**config.mk**
```make
export PLATFORM = sky130hd
export DESIGN_NAME = pcm_xlat
export DESIGN_NICKNAME = d
export VERILOG_FILES = /design/src/rtl/pcm_xlat_pkg.sv /design/src/rtl/pcm_law_conv.sv /design/src/rtl/pcm_voice_xlat.sv /design/src/rtl/pcm_data_xlat.sv /design/src/rtl/pcm_xlat.sv
export SDC_FILE = /design/constraint.sdc
export NUM_CORES = 1
export LEC_CHECK = 0
export BUFFER_PORTS_ARGS = -buffer_cell sky130_fd_sc_hd__buf_2
export CAP_MARGIN = 20
export CORE_ASPECT_RATIO = 1.1
export CORE_UTILIZATION = 38
export CTS_CLUSTER_DIAMETER = 100
export CTS_CLUSTER_SIZE = 10
export DETAILED_ROUTE_END_ITERATION = 8
export PLACE_DENSITY = 0.63
export SYNTH_ARGS = -nofsm -noshare
export SYNTH_HDL_FRONTEND = slang
export SYNTH_SLANG_ARGS = --single-unit
```
**constraint.sdc**
```tcl
create_clock -name clk_i -period 1.93 [get_ports clk_i]
set_input_delay 0.193 -clock clk_i [delete_from_list [all_inputs] [get_ports clk_i]]
set_output_delay 0.193 -clock clk_i [all_outputs]
set_load 0.01 [all_outputs]
```
**src/rtl/pcm_xlat_pkg.sv**
```systemverilog
package pcm_xlat_pkg;
  localparam int BYTE_W = 8;
  localparam int LIN_W  = 16;

  typedef struct packed {
    logic       pos;
    logic [2:0] seg;
    logic [3:0] mant;
  } pcm_word_t;

  // canonical = line ^ mask; bit 0 of the code selects the mu family
  function automatic logic [BYTE_W-1:0] voice_mask(input logic [1:0] code);
    case (code)
      2'b00:   return 8'h55;
      2'b01:   return 8'h7F;
      default: return 8'h00;
    endcase
  endfunction

  function automatic logic [BYTE_W-1:0] data_mask(input logic [1:0] code);
    case (code)
      2'b00:   return 8'h00;
      2'b01:   return 8'h55;
      2'b10:   return 8'hAA;
      default: return 8'hFF;
    endcase
  endfunction
endpackage

```
**src/rtl/pcm_law_conv.sv**
```systemverilog
module pcm_law_conv
  import pcm_xlat_pkg::*;
#(
  parameter bit TO_MU = 1'b1,
  parameter int LW    = LIN_W
) (
  input  pcm_word_t in_w,
  output pcm_word_t out_w
);
  localparam int TOP = LW - 2;
  localparam logic [LW-1:0] MU_BIAS = LW'(132);

  logic [LW-1:0] mag;
  logic [LW-1:0] enc_v;
  logic [3:0]    top_bit;
  logic [2:0]    seg_o;
  logic [3:0]    mant_o;

  generate
    if (TO_MU) begin : g_a2u
      logic [LW-1:0] base;
      always_comb begin
        base = LW'({in_w.mant, 4'h8});
        if (in_w.seg == 3'd0) mag = base;
        else                  mag = (base + LW'(256)) << (in_w.seg - 3'd1);
        enc_v = mag + MU_BIAS;
      end
    end else begin : g_u2a
      always_comb begin
        mag   = ((LW'({in_w.mant, 3'b100}) + LW'(128)) << in_w.seg) - MU_BIAS;
        enc_v = mag;
      end
    end
  endgenerate

  always_comb begin
    top_bit = 4'd7;
    for (int p = 8; p <= TOP; p++) begin
      if (enc_v[p]) top_bit = 4'(p);
    end
    seg_o  = 3'(top_bit - 4'd7);
    mant_o = 4'(enc_v >> (top_bit - 4'd4));
    if (!TO_MU && top_bit == 4'd7) mant_o = enc_v[7:4];
    out_w = '{pos: in_w.pos, seg: seg_o, mant: mant_o};
  end
endmodule

```
**src/rtl/pcm_voice_xlat.sv**
```systemverilog
module pcm_voice_xlat
  import pcm_xlat_pkg::*;
(
  input  logic [BYTE_W-1:0] data_i,
  input  logic [1:0]        in_code_i,
  input  logic [1:0]        out_code_i,
  output logic [BYTE_W-1:0] data_o
);
  pcm_word_t w_in, w_a2u, w_u2a, w_sel;

  assign w_in = pcm_word_t'(data_i ^ voice_mask(in_code_i));

  pcm_law_conv #(.TO_MU(1'b1), .LW(LIN_W)) i_a2u (.in_w(w_in), .out_w(w_a2u));
  pcm_law_conv #(.TO_MU(1'b0), .LW(LIN_W)) i_u2a (.in_w(w_in), .out_w(w_u2a));

  always_comb begin
    if (in_code_i[0] == out_code_i[0]) w_sel = w_in;
    else if (!in_code_i[0])            w_sel = w_a2u;
    else                               w_sel = w_u2a;
  end

  assign data_o = w_sel ^ voice_mask(out_code_i);
endmodule

```
**src/rtl/pcm_data_xlat.sv**
```systemverilog
module pcm_data_xlat
  import pcm_xlat_pkg::*;
(
  input  logic [BYTE_W-1:0] data_i,
  input  logic [1:0]        in_code_i,
  input  logic [1:0]        out_code_i,
  output logic [BYTE_W-1:0] data_o
);
  assign data_o = data_i ^ data_mask(in_code_i) ^ data_mask(out_code_i);
endmodule

```
**src/rtl/pcm_xlat.sv**
```systemverilog
module pcm_xlat
  import pcm_xlat_pkg::*;
(
  input  logic              clk_i,
  input  logic              rst_ni,
  input  logic              valid_i,
  input  logic [BYTE_W-1:0] data_i,
  input  logic              is_data_i,
  input  logic [1:0]        in_code_i,
  input  logic [1:0]        out_code_i,
  output logic              valid_o,
  output logic [BYTE_W-1:0] data_o
);
  logic [BYTE_W-1:0] voice_q, data_q, next_byte;

  pcm_voice_xlat i_voice (
    .data_i(data_i), .in_code_i(in_code_i), .out_code_i(out_code_i), .data_o(voice_q)
  );
  pcm_data_xlat i_data (
    .data_i(data_i), .in_code_i(in_code_i), .out_code_i(out_code_i), .data_o(data_q)
  );

  assign next_byte = is_data_i ? data_q : voice_q;

  always_ff @(posedge clk_i or negedge rst_ni) begin
    if (!rst_ni) begin
      valid_o <= 1'b0;
      data_o  <= '0;
    end else begin
      valid_o <= valid_i;
      if (valid_i) data_o <= next_byte;
    end
  end


  valid_delay_chk: assert property (@(posedge clk_i) disable iff (!rst_ni)
    1'b1 |=> valid_o == $past(valid_i));

  hold_idle_chk: assert property (@(posedge clk_i) disable iff (!rst_ni)
    !valid_i |=> $stable(data_o));

  same_code_pass_chk: assert property (@(posedge clk_i) disable iff (!rst_ni)
    valid_i && in_code_i == out_code_i |=> data_o == $past(data_i));

  all_invert_chk: assert property (@(posedge clk_i) disable iff (!rst_ni)
    valid_i && is_data_i && in_code_i == 2'b00 && out_code_i == 2'b11 |=> data_o == ~$past(data_i));

  a_variant_chk: assert property (@(posedge clk_i) disable iff (!rst_ni)
    valid_i && !is_data_i && in_code_i == 2'b00 && out_code_i == 2'b10 |=> data_o == ($past(data_i) ^ 8'h55));

  u_variant_chk: assert property (@(posedge clk_i) disable iff (!rst_ni)
    valid_i && !is_data_i && in_code_i == 2'b01 && out_code_i == 2'b11 |=> data_o == ($past(data_i) ^ 8'h7F));

  sign_keep_chk: assert property (@(posedge clk_i) disable iff (!rst_ni)
    valid_i && !is_data_i && in_code_i == 2'b10 && out_code_i == 2'b11 |=> data_o[7] == $past(data_i[7]));
endmodule

```
==> key figures <==
Outcome
  • Status: complete, but fails checks
  • Failing checks: setup timing

Setup path
  • RR Startpoint: data_o[1]
  • WP data arrival: 4.10 ns
  • Critical Path Start Type: input port
  • Largest fanout on the critical path: 6
  • Crit end category: register
  • Worst reg2reg path endpoint: data_o[1]
  • R2r setup slk: 0.79 ns
  • Worst R2R Path Depth: 4
  • CP Class: input port to register
  • WP data required: 2.09 ns

Die
  • Initial Utilization: 0.396
  • Die width: around 100 µm
  • I/O pin total: 25
  • Rows: 39
  • Die area: 11400 µm²
  • Die Span Y: 112 µm
  • Core area: approximately 10000 µm²

Hold path
  • Worst min path class: input port to register
  • Hold path start: valid_i
  • Hold depth: 1
  • Hold Path End: valid_o

CTS
  • CTS tree: yes
  • Clock Root Buffer: clkbuf_16
  • Worst-Skew Late Latency: ~0.23 ns
  • Clk sinks: 9
  • # H-tree levels: 1
  • Clk buf depth: 2
  • Inserted Clock Buffers: 3
  • Worst-path clk slew: 0.04 ns

Power and ir drop
  • Power per cell area: 748 nW/µm²
  • Peak supply drop: 528 µV
  • Total leakage power: 0.00297 µW

Placed design
  • Input/output buffers: 24
  • Placer Congestion: 0.957
  • Dpl hpwl: roughly 13000 µm
  • DP Area: 5920 µm²
  • Placed cells: about 910

Final layout
  • Antenna cells: 0
  • Final nets: slightly above 800
  • Cell Count, Final, Fillers Out: 950
  • Layout cells sized above 1: 0.523
  • Footprint of the multi-input gates: 4140 µm²
  • Finished Cell Area: 6930 µm²
  • Layout area overhead: 66.7%
  • Filler cell count: ~860
  • FF+latch area: 225 µm²

Timing
  • Final period util: 2.04
  • Min Hold Slack: 0.222 ns
  • Fmax achieved: 254 MHz
  • Max-slew violation count: 0
  • Worst rel slew slack: 0.568
  • RSZ-0062 raised after global routing: yes
  • Setup TNS: -13.14 ns
  • Clock Skews: 0 ns
  • Final Hold Vio Count: 0
  • Worst Tran Pin Value: 0.643 ns
  • Min Clock Period, post-route: 3.94 ns
  • Final-report setup violation count: 7
  • Post-route setup slack: -2.01 ns

Global route
  • Initial antenna violation count: 0
  • GRT met1 Usage: 0.372
  • Busiest grt layer: met2
  • Total congestion overflow: 0
  • Pin count of the biggest net entering global routing: 33
  • GRT Overall Usage: 0.290
  • M3 GR Usage: 0.0239
  • M2 GR Usage: 0.502
  • First-pass GRT wire length: 26800 µm
  • Vias in the first global route: about 5400

Yosys
  • Top_reg_cell synth: dfrtp_1
  • Post-Syn Area per Cell: ~7.3 µm²
  • Top cell type's share of synthesized area: 0.0542
  • Syn nets: 590
  • Register area share after synthesis: 0.0542
  • Post-Synthesis Cells: 569
  • Post-synthesis cell type count: roughly 110
  • Yosys reg bits: 9
  • EDFF count, synth: 0
  • Synthesized area: 4160 µm²
  • Share of flip-flops with an asynchronous set or reset: 1.00
  • Area contributors post-synth: dfrtp_1 5.4%, nand2_1 4.9%, xnor2_1 4.2%
  • Ys Warns: 0
  • Post-synth top area cell: dfrtp_1

Routing
  • Final ANT Viol Nets: 0
  • DR WL/cell: between 15 and 20 µm
  • Vias post-DR: 5627
  • Overall routed net length: roughly 17000 µm
  • DRC viols: 0
  • Vias per std cell: just under 6
  • Initial DRC count: 383
  • Drt pass-1 iters: 5

Job
  • Max-cap violations: 0
[flip-flops by register name, summed over array words and instances, names as in the netlist]
| register | flops |
|---|---|
| data_o | 8 |
| valid_o | 1 |
[per-stage QoR]
step,utilization,power [µW],setup slack [ns]
2_1_floorplan,-,2420,-2.05
6_report,0.660,5180,-2.01
5_1_grt,0.660,5490,-2.15
4_1_cts,0.608,4620,-1.90
3_5_place_dp,0.564,3970,-2.26
3_3_place_gp,0.564,3930,-2.18
[timing repair]
action                                  CTS  global route
setup buffers                            17            29
resized for setup                        50            74
cloned                                    1             1
endpoints found under the setup margin    7             7
pin swaps                                27            60
hold buffers                              1             0
endpoints found under the hold margin     9             0
[per-layer routing]
metal	routed length, µm	vias to the layer above
li1	-	2656
met4	629	0
met3	824	61
met2	8720	229
met1	7160	2681
met5	0	-
[placed cells by master, fill, tap and decap left out, drive strengths merged, types with 5 or more instances in the layout]
master,synthesis,final
a211oi,16,16
a21oi,30,30
a22oi,5,5
a31oi,9,9
and2,7,7
and2b,5,5
buf,28,274
clkbuf,15,5
dfrtp,9,9
ha,5,5
inv,20,20
mux2,7,7
mux2i,14,14
nand2,56,56
nand2b,9,9
nand3,19,19
nand4,5,5
nor2,41,41
nor2b,15,15
nor3,12,12
o211ai,20,20
o21a,6,6
o21ai,38,38
o221ai,5,5
o22ai,10,10
o311ai,9,9
o31ai,9,9
or2,5,5
or2b,5,5
or3,6,6
xnor2,22,22
xor2,20,20
[cells by family (layout without fill, tap and decap cells)]
group | after synthesis | in the layout | share of synthesized area
mux | 22 | 22 | 0.0590
flops | 9 | 9 | 0.0542
compound gates | 221 | 221 | 0.412
simple gates | 206 | 206 | 0.269
fa+ha+maj | 5 | 5 | 0.0151
xor+xnor | 42 | 42 | 0.0976
buf+inv | 64 | 302 | 0.0927
[synth_stat cells, drive strengths merged, types with 5 or more instances]
cell    count
a211oi     16
a21oi      30
a22oi       5
a31oi       9
and2        7
and2b       5
buf        28
clkbuf     15
dfrtp       9
ha          5
inv        20
mux2        7
mux2i      14
nand2      56
nand2b      9
nand3      19
nand4       5
nor2       41
nor2b      15
nor3       12
o211ai     20
o21a        6
o21ai      38
o221ai      5
o22ai      10
o311ai      9
o31ai       9
or2         5
or2b        5
or3         6
xnor2      22
xor2       20
[layout make-up]
class | count | share of cell area
Timing Repair Buffer | 277 | 0.319
Multi-Input combinational cell | 496 | 0.598
Clock buffer | 4 | 0.0114
Sequential cell | 9 | 0.0325
Tap cell | 143 | 0.0258
Inverter | 21 | 0.0128
[worst max-delay path by stage]
stage	startpoint	end	slack, ns	depth (start not counted)
floorplan	data_i[5]	data_o[5]	-2.05	21
global route	in_code_i[1]	data_o[5]	-2.15	20
global placement	data_i[5]	data_o[6]	-2.18	21
detailed placement	data_i[5]	data_o[2]	-2.26	21
CTS	in_code_i[1]	data_o[0]	-1.90	22
finish	in_code_i[1]	data_o[5]	-2.01	20
[power by group]
group	leakage [µW]	internal [µW]	switching [µW]
registers	0.000105	228	22.1
logic	0.00283	2320	2240
clock network	0.0000382	276	90.9
[critical path, cell delays in order]
cell and delay [ns]:
buf_8 0.10, buf_4 0.15, o31ai_4 0.35, ha_4 0.29, nor2_2 0.18, a22o_1 0.22, a211oi_4 0.05, inv_2 0.10
ha_4 0.19, o211ai_1 0.19, xor2_2 0.22, a311oi_2 0.44, a21oi_4 0.13, a21oi_2 0.13, ha_1 0.26, xor2_1 0.17
nor2_1 0.17, a211oi_2 0.08, a311o_1 0.33, a31oi_1 0.15
Note: power is estimated with default switching activity, not from simulation.
